File: config.mk
export PLATFORM = sky130hd
export DESIGN_NAME = flash_erase_seq
export DESIGN_NICKNAME = d
export VERILOG_FILES = /design/src/rtl/fes_pkg.sv /design/src/rtl/fes_prep_regs.sv /design/src/rtl/fes_cmd_check.sv /design/src/rtl/fes_launch.sv /design/src/rtl/fes_readback.sv /design/src/rtl/flash_erase_seq.sv
export SDC_FILE = /design/constraint.sdc
export NUM_CORES = 1
export LEC_CHECK = 0
export BUFFER_PORTS_ARGS = -buffer_cell sky130_fd_sc_hd__buf_4
export CAP_MARGIN = 30
export CORE_MARGIN = 10
export CORE_UTILIZATION = 53
export CTS_BUF_LIST = sky130_fd_sc_hd__clkbuf_4
export DETAILED_ROUTE_END_ITERATION = 8
export GPL_TIMING_DRIVEN = 0
export HOLD_SLACK_MARGIN = 0.03
export PLACE_DENSITY_LB_ADDON = 0.08
export SYNTH_ARGS = -nofsm -noshare
export SYNTH_HDL_FRONTEND = slang
export SYNTH_SLANG_ARGS = --single-unit
File: constraint.sdc
create_clock -name clk -period 4.9 [get_ports clk]
set_clock_uncertainty 0.05 [all_clocks]
set_input_delay 0.245 -clock clk [delete_from_list [all_inputs] [get_ports clk]]
set_output_delay 0.245 -clock clk [all_outputs]
set_load 0.05 [all_outputs]
File: src/rtl/fes_pkg.sv
package fes_pkg;
  typedef enum logic {
    KIND_PAGE = 1'b0,
    KIND_MASS = 1'b1
  } erase_kind_e;

  typedef struct packed {
    logic        go;
    erase_kind_e kind;
  } launch_t;
endpackage

File: src/rtl/fes_prep_regs.sv
module fes_prep_regs #(
  parameter int AW = 8,
  parameter int DW = 8,
  parameter logic [AW-1:0] PAGE_ADDR = 8'hB7,
  parameter logic [AW-1:0] MEEN_ADDR = 8'hB2
) (
  input  logic          clk,
  input  logic          rst,
  input  logic          wr_en,
  input  logic [AW-1:0] wr_addr,
  input  logic [DW-1:0] wr_data,
  input  logic          accept_page,
  input  logic          accept_mass,
  output logic [DW-1:0] page_q,
  output logic          page_armed,
  output logic          mass_armed
);
  logic page_wr, meen_wr;
  assign page_wr = wr_en && (wr_addr == PAGE_ADDR);
  assign meen_wr = wr_en && (wr_addr == MEEN_ADDR);

  always_ff @(posedge clk) begin
    if (rst) begin
      page_q     <= '0;
      page_armed <= 1'b0;
      mass_armed <= 1'b0;
    end else begin
      if (page_wr) begin
        page_q     <= wr_data;
        page_armed <= 1'b1;
      end else if (accept_page) begin
        page_armed <= 1'b0;
      end
      if (meen_wr)
        mass_armed <= 1'b1;
      else if (accept_mass)
        mass_armed <= 1'b0;
    end
  end

  AST_PAGE_DISARM: assert property (@(posedge clk) disable iff (rst)
    accept_page |=> !page_armed);
  AST_MASS_DISARM: assert property (@(posedge clk) disable iff (rst)
    accept_mass |=> !mass_armed);
endmodule

File: src/rtl/fes_cmd_check.sv
module fes_cmd_check
  import fes_pkg::*;
#(
  parameter int AW = 8,
  parameter int DW = 8,
  parameter logic [AW-1:0] CMD_ADDR = 8'h94,
  parameter logic [DW-1:0] KEY_PAGE = 8'h55,
  parameter logic [DW-1:0] KEY_MASS = 8'hAA
) (
  input  logic          clk,
  input  logic          rst,
  input  logic          wr_en,
  input  logic [AW-1:0] wr_addr,
  input  logic [DW-1:0] wr_data,
  input  logic          page_armed,
  input  logic          mass_armed,
  input  logic          dbg_en,
  input  logic          flash_busy,
  output logic          accept_page,
  output logic          accept_mass,
  output launch_t       launch,
  output logic          reject_q
);
  logic cmd_wr, is_page_key, is_mass_key, key_wr, refused;

  assign cmd_wr      = wr_en && (wr_addr == CMD_ADDR);
  assign is_page_key = cmd_wr && (wr_data == KEY_PAGE);
  assign is_mass_key = cmd_wr && (wr_data == KEY_MASS);
  assign key_wr      = is_page_key || is_mass_key;

  assign accept_page = is_page_key && page_armed && !flash_busy;
  assign accept_mass = is_mass_key && mass_armed && dbg_en && !flash_busy;
  assign refused     = key_wr && !(accept_page || accept_mass);

  always_comb begin
    launch.go   = accept_page || accept_mass;
    launch.kind = accept_mass ? KIND_MASS : KIND_PAGE;
  end

  always_ff @(posedge clk) begin
    if (rst)
      reject_q <= 1'b0;
    else if (refused)
      reject_q <= 1'b1;
    else if (launch.go)
      reject_q <= 1'b0;
  end

  AST_REJECT_STICKY: assert property (@(posedge clk) disable iff (rst)
    (reject_q && !launch.go) |=> reject_q);
  AST_BUSY_REFUSE: assert property (@(posedge clk) disable iff (rst)
    (key_wr && flash_busy) |=> reject_q);
endmodule

File: src/rtl/fes_launch.sv
module fes_launch
  import fes_pkg::*;
#(
  parameter int DW     = 8,
  parameter int PAGE_W = 7
) (
  input  logic              clk,
  input  logic              rst,
  input  launch_t           launch,
  input  logic [DW-1:0]     page_q,
  input  logic              dbg_en,
  input  logic              flash_busy,
  output logic              erase_start,
  output logic              erase_mass,
  output logic [PAGE_W-1:0] erase_page
);
  always_ff @(posedge clk) begin
    if (rst) begin
      erase_start <= 1'b0;
      erase_mass  <= 1'b0;
      erase_page  <= '0;
    end else begin
      erase_start <= launch.go;
      if (launch.go) begin
        erase_mass <= (launch.kind == KIND_MASS);
        erase_page <= page_q[PAGE_W-1:0];
      end
    end
  end

  AST_NO_START_BUSY: assert property (@(posedge clk) disable iff (rst)
    flash_busy |=> !erase_start);
  AST_MASS_DBG: assert property (@(posedge clk) disable iff (rst)
    !dbg_en |=> !(erase_start && erase_mass));
  AST_RESET_QUIET: assert property (@(posedge clk)
    $past(rst) |-> !erase_start);
endmodule

File: src/rtl/fes_readback.sv
module fes_readback #(
  parameter int AW = 8,
  parameter int DW = 8,
  parameter logic [AW-1:0] PAGE_ADDR = 8'hB7,
  parameter logic [AW-1:0] STAT_ADDR = 8'hB4
) (
  input  logic          clk,
  input  logic          rst,
  input  logic [AW-1:0] rd_addr,
  input  logic [DW-1:0] page_q,
  input  logic          reject_q,
  input  logic          page_armed,
  input  logic          mass_armed,
  output logic [DW-1:0] rd_data
);
  logic [DW-1:0] stat_word, rd_next;

  always_comb begin
    stat_word    = '0;
    stat_word[0] = reject_q;
    stat_word[1] = page_armed;
    stat_word[2] = mass_armed;
  end

  always_comb begin
    if (rd_addr == PAGE_ADDR)      rd_next = page_q;
    else if (rd_addr == STAT_ADDR) rd_next = stat_word;
    else                           rd_next = '0;
  end

  always_ff @(posedge clk) begin
    if (rst) rd_data <= '0;
    else     rd_data <= rd_next;
  end

  AST_STAT_UPPER_ZERO: assert property (@(posedge clk) disable iff (rst)
    (rd_addr == STAT_ADDR) |=> (rd_data[DW-1:3] == '0));
endmodule

File: src/rtl/flash_erase_seq.sv
module flash_erase_seq
  import fes_pkg::*;
#(
  parameter int AW     = 8,
  parameter int DW     = 8,
  parameter int PAGE_W = 7,
  parameter logic [AW-1:0] CMD_ADDR  = 8'h94,
  parameter logic [AW-1:0] PAGE_ADDR = 8'hB7,
  parameter logic [AW-1:0] MEEN_ADDR = 8'hB2,
  parameter logic [AW-1:0] STAT_ADDR = 8'hB4,
  parameter logic [DW-1:0] KEY_PAGE  = 8'h55,
  parameter logic [DW-1:0] KEY_MASS  = 8'hAA
) (
  input  logic              clk,
  input  logic              rst,
  input  logic              wr_en,
  input  logic [AW-1:0]     wr_addr,
  input  logic [DW-1:0]     wr_data,
  input  logic [AW-1:0]     rd_addr,
  output logic [DW-1:0]     rd_data,
  input  logic              dbg_en,
  input  logic              flash_busy,
  output logic              erase_start,
  output logic              erase_mass,
  output logic [PAGE_W-1:0] erase_page
);
  logic [DW-1:0] page_q;
  logic          page_armed, mass_armed, accept_page, accept_mass, reject_q;
  launch_t       launch;

  fes_prep_regs #(.AW(AW), .DW(DW), .PAGE_ADDR(PAGE_ADDR), .MEEN_ADDR(MEEN_ADDR)) u_prep (
    .clk(clk), .rst(rst), .wr_en(wr_en), .wr_addr(wr_addr), .wr_data(wr_data),
    .accept_page(accept_page), .accept_mass(accept_mass),
    .page_q(page_q), .page_armed(page_armed), .mass_armed(mass_armed));

  fes_cmd_check #(.AW(AW), .DW(DW), .CMD_ADDR(CMD_ADDR), .KEY_PAGE(KEY_PAGE),
                  .KEY_MASS(KEY_MASS)) u_check (
    .clk(clk), .rst(rst), .wr_en(wr_en), .wr_addr(wr_addr), .wr_data(wr_data),
    .page_armed(page_armed), .mass_armed(mass_armed), .dbg_en(dbg_en),
    .flash_busy(flash_busy), .accept_page(accept_page), .accept_mass(accept_mass),
    .launch(launch), .reject_q(reject_q));

  fes_launch #(.DW(DW), .PAGE_W(PAGE_W)) u_launch (
    .clk(clk), .rst(rst), .launch(launch), .page_q(page_q), .dbg_en(dbg_en),
    .flash_busy(flash_busy), .erase_start(erase_start), .erase_mass(erase_mass),
    .erase_page(erase_page));

  fes_readback #(.AW(AW), .DW(DW), .PAGE_ADDR(PAGE_ADDR), .STAT_ADDR(STAT_ADDR)) u_rd (
    .clk(clk), .rst(rst), .rd_addr(rd_addr), .page_q(page_q), .reject_q(reject_q),
    .page_armed(page_armed), .mass_armed(mass_armed), .rd_data(rd_data));

  AST_START_FROM_CMD: assert property (@(posedge clk) disable iff (rst)
    !(wr_en && wr_addr == CMD_ADDR) |=> !erase_start);
endmodule

==> reports/results.ini, run 1 <==
[layout]
fin_util_pct = 76.05
nNetsFinal = 199
antennaDiodeCount = 0
final_cells = 195
drive_above_1_share_pct = 29.76
syn_to_final_growth_pct = 33.59

[grt]
antenna_found_initial = 0
use_met2_pct = 22.04
use_met1_pct = 13.43
busiest_layer = met2
grt_first_pass_wirelength_mm = 4.581
grt_util_met3_pct = 4.515
grt_max_degree = 15
first_global_vias = 1052
track_usage_pct = 12.90
grt-ovfl-total = 0

[setup_path]
crit_family = simple AND/OR/NAND/NOR gates
cp.arrival_ns = 1.77
startpoint_type = primary input
endpoint_kind = register
cp_max_fo = 9
crit_chain = buf_4 -> or4b_1 -> or4_1 -> a21o_1 -> buf_6 -> mux2i_1
reg2regPathDepth = 4
required_ns = 5.08
crit_buf_inv = 2
criticalPathCategory = in2reg
path_depth = 6
cpPeakStageDelay_ns = 0.55
crit_slowest_cell = or4b_1

[logic_synthesis]
postSynthCellCount = 121
synth_adder_area_share_pct = 0
syn_avg_cell_area_um2 = 9.513
syn_area_mm2 = 0.001151
ys_warn_count = 0
yosys.area_share.simple_pct = 29.02
synth_compound_gate_area_share_pct = 6.196
yosysSeqAreaShare_pct = 48.70
ys_types = 25
synth-seq-cells = 28
syn-num-nets = 150
synth.area.mux_share_pct = 13.04
synth_xor_area_share_pct = 0
synth_top_family_by_area = simple AND/OR/NAND/NOR gates

[clock_network]
clkTransAtPathRegs_ns = 0.13
cts.sinks = 28
cts_buffers = 3
clockBufferDepth = 2
cts-resized-gates = 0
cts-root-buf = clkbuf_4
postCtsHoldBufs = 0
clkLatencyLatePin_ns = 0.32
cts_setup_buffers = 0
cts_tree = done
htree_num_levels = 1

[sta]
finalCritPeriodShare_pct = 32.32
maxSlewViolCount = 0
setup_viol = 0
setup_tns_ns = 0
worstMarginPinSlew_ns = 0.4830
period_needed_ns = 1.584
rsz0062_at_grt = no
hold_viol = 0
slew-limit-headroom_pct = 66.96
fmax_ghz = 0.6315

[hold_path]
min_path_type = in2reg
hold_path_depth = 3

[floorplan]
start_util_pct = 56.93
num_rows = 16
core-area_mm2 = 0.002022
io_pins = 46
die_h_um = 66.61
die_area_mm2 = 0.004436
die_x_um = 66.61

[flow_run]
drv_cap = 0

[place]
gp_congestion = 0.8039
portBuffers = 44
dp_cells = 192
dp_hpwl_mm = 2.201

[detailed_routing]
vias = 1006
drcViolationCount = 0
ant_nets = 0
wl_per_cell_um = 13.93
viasPerCell = 5.159
drt_first_pass_iters = 4
wirelength_mm = 2.717
drt_iter0_markers = 24

[pwr]
power.density_mw_per_mm2 = 227.6
ir_drop_mv = 0.1876
leakagePower_uw = 0.0006652

[run_status]
status = finished, final reports clean

## cells in the mapped netlist
cell type	n	share of area, %
a2111oi_0	1	0.76
a21o_1	1	0.65
a21oi_1	6	2.6
and2_1	5	2.7
and4b_1	1	0.87
buf_2	1	0.43
buf_6	1	0.98
clkbuf_1	3	0.98
dfxtp_1	28	49
inv_1	2	0.65
mux2i_1	15	13
nand2_1	9	2.9
nand2b_1	14	7.6
nand3_1	5	2.2
nand4_1	1	0.54
nand4b_1	1	0.76
nor2_1	13	4.2
nor3_1	1	0.43
nor4_1	1	0.54
nor4bb_1	4	3.5
o211a_1	1	0.87
o21ai_0	3	1.3
or2_2	1	0.54
or4_1	2	1.3
or4b_1	1	0.87
## power breakdown
part | switching [uW] | internal, uW
clock network | 63.0 | 28.9
logic | 11.6 | 18.6
registers | 0.0903 | 228
## worst paths after layout
check / from / to / slack (ns)
max: wr_addr[0] / u_launch.erase_page[0] / 3.32
min: wr_data[2] / u_prep.page_q[2] / 0.12
max reg2reg: u_prep.page_armed / u_launch.erase_page[0] / 3.78
min reg2reg: u_check.reject_q / u_rd.rd_data[0] / 0.42
## routing by layer
metal  up-vias  routed length, um
li1        513                  -
met3         5                229
met5         -                  0
met1       452               1142
met2        36               1299
met4         0                 46
## final cells by class
class,instances,area (um^2)
Multi-Input combinational cell,86,555.5
Fill cell,157,484.2
Sequential cell,28,560.5
Timing Repair Buffer,44,330.3
Inverter,2,7.507
Buffer,5,27.53
Tap cell,27,33.78
Clock buffer,3,22.52
## layout by cell type, fill, tap and decap left out
cell / n
a21o_1: 1
mux2i_1: 15
nand4_1: 1
inv_1: 2
or4_1: 2
clkbuf_1: 3
a21oi_1: 6
a2111oi_0: 1
nand2_1: 9
nand3_1: 5
o21ai_0: 3
dfxtp_1: 28
or2_2: 1
o211a_1: 1
or4b_1: 1
nor4bb_1: 4
nor3_1: 1
buf_4: 44
and2_1: 5
clkbuf_4: 3
nor2_1: 13
nand2b_1: 14
and4b_1: 1
buf_6: 1
buf_2: 1
nand4b_1: 1
nor4_1: 1
## cell families (layout without fill, tap and decap cells)
logic type             after synthesis  count (layout)
multiplexers                        15              15
AO/OA/AOI/OAI                       12              12
AND/OR/NAND/NOR                     59              59
flip-flops                          28              28
buffers and inverters                7              54
## tightest hold or removal path, delay by kind of cell
kind	cells	cell delay, ns
buf+inv	1	0.09
simple gates	1	0.07
mux	1	0.06
## stage by stage
step	hold slack, ns	cell area, um^2	total power (uW)	worst slack (ns)
3_3_place_gp	0.3977	1515	262.1	2.990
5_1_grt	0.1144	1538	364.0	3.232
3_5_place_dp	0.3970	1515	263.1	2.955
4_1_cts	0.1097	1538	352.4	3.318
2_1_floorplan	0.3418	1151	241.5	3.151
6_report	0.1161	1538	350.0	3.316
## registers in the layout, summed over array words and instances, names as in the netlist
name	flops
u_check.reject_q	1
u_launch.erase_mass	1
u_launch.erase_page	7
u_launch.erase_start	1
u_prep.mass_armed	1
u_prep.page_armed	1
u_prep.page_q	8
u_rd.rd_data	8
Power figures use the tool's default switching activity.
==> run 2, diff against run 1 <==
CORE_UTILIZATION = 49   (was 53)
clock period = 1.5 ns   (was 4.9 ns; I/O delays follow)
==> reports/results.ini, run 2 (synthesis results as in run 1) <==
[sta]
setup_viol = 0
hold_viol = 0
rsz0062_at_grt = no
worstMarginPinSlew_ns = 0.4417
setup_tns_ns = 0
maxSlewViolCount = 0
period_needed_ns = 1.424
fmax_ghz = 0.7024
finalCritPeriodShare_pct = 94.92
slew-limit-headroom_pct = 69.79

[pwr]
p_sw_share_pct = 21.41
comb_power_share_pct = 11.2
leakagePower_uw = 0.0007365
seq_power_share_pct = 63.1
ir_drop_mv = 0.7516
power.total_uw = 1180
p_switching_uw = 252.7
power.density_mw_per_mm2 = 690.5
pwr-share-clk_pct = 25.7
p_int_uw = 927.4

[place]
dp_hpwl_mm = 2.162
portBuffers = 44
dp_cells = 193
gp_congestion = 0.7919

[floorplan]
die_h_um = 68.47
die_area_mm2 = 0.004688
io_pins = 46
core-area_mm2 = 0.002233
num_rows = 17
die_x_um = 68.47
start_util_pct = 51.54

[layout]
regArea_um2 = 560.5
final_cells = 213
antennaDiodeCount = 0
multi_input_comb_area_um2 = 561.8
final_cell_mix = buf_4 (44), dfxtp_1 (28), dlygate4sd3_1 (16)
drive_above_1_share_pct = 28.11
reg.largest.list = u_prep.page_q: 8 flops, u_rd.rd_data: 8 flops, u_launch.erase_page: 7 flops
syn_to_final_growth_pct = 48.48
fin_util_pct = 76.53
final_common_cell = buf_4
nNetsFinal = 215
fill_cells = 167

[detailed_routing]
wirelength_mm = 3.027
vias = 1091
viasPerCell = 5.122
drt_iter0_markers = 24
ant_nets = 0
drt_first_pass_iters = 4
drcViolationCount = 0
wl_per_cell_um = 14.21

[grt]
grt-ovfl-total = 0
first_global_vias = 1129
grt_first_pass_wirelength_mm = 4.981
antenna_found_initial = 0
track_usage_pct = 13.52
grt_max_degree = 16

[setup_path]
criticalPathCategory = in2reg
crit_chain = buf_4 -> or4b_4 -> or4_1 -> a21o_1 -> buf_6 -> mux2i_1
endpoint_kind = register
crit_buf_inv = 2
cp.arrival_ns = 1.63
startpoint_type = primary input
required_ns = 1.70
crit_slowest_cell = or4b_4
cpPeakStageDelay_ns = 0.53
cp_max_fo = 9
crit_family = simple AND/OR/NAND/NOR gates

[clock_network]
cts_tree = done
clockBufferDepth = 2
cts_setup_buffers = 0
cts_buffers = 3
cts-root-buf = clkbuf_4
clkTransAtPathRegs_ns = 0.13
cts.sinks = 28
clkLatencyLatePin_ns = 0.32
htree_num_levels = 1

[run_status]
status = finished, final reports clean

[hold_path]
min_path_type = in2reg

[flow_run]
drv_cap = 0

==> run 2: final timing paths <==
check | from | endpoint | slack (ns) | depth (start not counted)
setup / recovery | wr_addr[0] | u_launch.erase_page[6] | 0.08 | 6
setup reg to reg | u_prep.page_q[2] | u_rd.rd_data[2] | 0.18 | 3
hold reg to reg | u_launch.erase_page[4] | u_launch.erase_page[4] | 0.44 | 2
hold / removal | rd_addr[6] | u_rd.rd_data[1] | 0.05 | 4
==> run 2: stage by stage <==
stage | cell area, um^2 | setup slack [ns] | hold WS, ns
detailed placement | 1520 | -0.2571 | 0.2844
global route | 1709 | 0.02240 | 0.05986
global placement | 1520 | -0.2301 | 0.2784
finish | 1709 | 0.07623 | 0.04811
floorplan | 1155 | -0.06565 | 0.1718
CTS | 1707 | 0.05189 | 0.03383
==> run 2: final cells by class <==
class | instances | area share, %
Tap cell | 28 | 2.050
Timing Repair Buffer | 60 | 28.70
Inverter | 2 | 0.4392
Buffer | 5 | 1.611
Clock buffer | 3 | 1.318
Sequential cell | 28 | 32.80
Clock inverter | 1 | 0.2196
Multi-Input combinational cell | 86 | 32.87
==> run 2: metal layers <==
layer,wire [um],vias up,global-route usage (%)
li1,-,549,-
met1,1308,484,16.34
met2,1400,52,22.35
met3,278,6,4.241
met4,40,0,4.020
met5,0,-,0
==> run 2: worst register-to-register path, delay by kind of cell, from the launching register on <==
family / cells / cell delay, ns
buf+inv: 1 / 0.57
flops: 1 / 0.39
compound gates: 1 / 0.15
simple gates: 1 / 0.09
==> run 2: repair_timing <==
action | in CTS | in global routing
hold endpoints to repair | 12 | 0
hold buffers | 16 | 0
resized for setup | 0 | 1
endpoints found under the setup margin | 0 | 1
==> run 2: power groups by stage <==
stage               combinational, uW  clock (uW)  sequential, uW
floorplan                        29.1           0             761
global placement                 95.9           0             761
detailed placement               98.8           0             761
CTS                               126         311             745
global route                      143         343             745
finish                            132         304             744
==> run 3, diff against run 2 <==
--- a/config.mk
+++ b/config.mk
@@ -16,2 +16,3 @@
 export PLACE_DENSITY_LB_ADDON = 0.08
+export RECOVER_POWER = 25
 export SYNTH_ARGS = -nofsm -noshare
--- a/constraint.sdc
+++ b/constraint.sdc
@@ -4,2 +4,2 @@
 set_output_delay 0.075 -clock clk [all_outputs]
-set_load 0.05 [all_outputs]
+set_load 0.005 [all_outputs]
==> reports/results.ini, run 3 (synthesis results as in run 1) <==
[clock_network]
cts_buffers = 3
cts.sinks = 28
htree_num_levels = 1
cts_tree = done
cts_setup_buffers = 0
clkTransAtPathRegs_ns = 0.13
cts-root-buf = clkbuf_4
clockBufferDepth = 2
clkLatencyLatePin_ns = 0.32

[detailed_routing]
viasPerCell = 5.122
vias = 1091
wl_per_cell_um = 14.18
wirelength_mm = 3.020
ant_nets = 0
drt_iter0_markers = 25
drt_first_pass_iters = 4
drcViolationCount = 0

[setup_path]
reg2regPathDepth = 3
criticalPathCategory = in2reg
r2r_start = u_prep.page_q[2]
startpoint_type = primary input
cp.arrival_ns = 1.63
required_ns = 1.70
rrSetupSlack_ns = 0.18
endpoint_kind = register
cp_max_fo = 9
worst_r2r_endpoint = u_rd.rd_data[2]

[pwr]
power.total_uw = 1179
power.density_mw_per_mm2 = 691.6
leakagePower_uw = 0.0007264
ir_drop_mv = 0.7505

[sta]
period_needed_ns = 1.424
setup_viol = 0
rsz0062_at_grt = no
worstMarginPinSlew_ns = 0.4417
maxSlewViolCount = 0
hold_viol = 0
hold_slack_ns = 0.04838
fmax_ghz = 0.7022
finalCritPeriodShare_pct = 94.93
slew-limit-headroom_pct = 69.79

[grt]
first_global_vias = 1129
use_met2_pct = 22.35
grt_max_degree = 16
grt_util_met3_pct = 4.241
track_usage_pct = 13.52
antenna_found_initial = 0
busiest_layer = met2
grt_first_pass_wirelength_mm = 4.981
use_met1_pct = 16.34
grt-ovfl-total = 0

[place]
dp_cells = 193
portBuffers = 44
gp_congestion = 0.7919
dp_hpwl_mm = 2.162

[floorplan]
start_util_pct = 51.54
num_rows = 17
io_pins = 46
die_area_mm2 = 0.004688
core-area_mm2 = 0.002233
die_x_um = 68.47
die_h_um = 68.47

[layout]
antennaDiodeCount = 0
drive_above_1_share_pct = 27.57
final_cells = 213
reg.largest.list = u_prep.page_q: 8 flops, u_rd.rd_data: 8 flops, u_launch.erase_page: 7 flops
final_common_cell = buf_4
fill_cells = 167
final_cell_mix = buf_4 (33), dfxtp_1 (28), dlygate4sd3_1 (16)
nNetsFinal = 215
syn_to_final_growth_pct = 48.15

[hold_path]
min_to = u_rd.rd_data[1]
min_path_type = in2reg
hold_start = rd_addr[6]
hold_path_depth = 4

[run_status]
status = finished, final reports clean

[flow_run]
drv_cap = 0

## run 3: worst max path at each step
stage,startpoint,end,slack [ns],depth (start not counted)
final,wr_addr[0],u_launch.erase_page[6],0.08,6
after global routing,wr_addr[0],u_launch.erase_mass,0.02,5
after CTS,rd_addr[0],u_rd.rd_data[0],0.05,6
after detailed placement,wr_addr[0],u_launch.erase_page[6],-0.26,6
after global placement,wr_addr[0],u_check.reject_q,-0.23,6
after floorplan,wr_addr[0],u_check.reject_q,-0.07,5
## run 3: final cells by class
| type | instances | area [um^2] | share of cell area, % |
|---|---|---|---|
| Buffer | 5 | 27.53 | 1.614 |
| Inverter | 2 | 7.507 | 0.4402 |
| Clock buffer | 3 | 22.52 | 1.321 |
| Multi-Input combinational cell | 86 | 561.8 | 32.94 |
| Timing Repair Buffer | 60 | 486.7 | 28.54 |
| Clock inverter | 1 | 3.754 | 0.2201 |
| Tap cell | 28 | 35.03 | 2.054 |
| Sequential cell | 28 | 560.5 | 32.87 |
## run 3: where the power goes
part	switching [uW]	total [uW]	internal [uW]
registers	0.322	744	744
logic	46.2	132	85.7
clock network	206	303	97.5
## run 3: metal layers
metal  part of all wire [%]  vias to the layer above
met5                      0                        -
met4                    1.3                        0
met3                    9.2                        6
met2                     46                       52
met1                     43                      484
li1                       -                      549
## run 3: what timing repair did
action | CTS | global route
gates resized for setup | 0 | 1
hold buffers | 16 | 0
endpoints found under the setup margin | 0 | 1
hold endpoints to repair | 12 | 0
## run 3: per-stage QoR
step	setup TNS (ns)	utilization, %	area, um^2	setup slack, ns
after floorplan	-0.5272	-	1155	-0.06565
after global placement	-2.420	68.07	1520	-0.2301
after detailed placement	-2.613	68.07	1520	-0.2571
after CTS	0	76.41	1707	0.05189
after global routing	0	76.36	1705	0.02240
final	0	76.36	1705	0.07598
## run 3: critical path, cell delays in order
cell     delay, ns
buf_4         0.12
or4b_4        0.53
or4_1         0.42
a21o_1        0.18
buf_6         0.14
mux2i_1       0.16
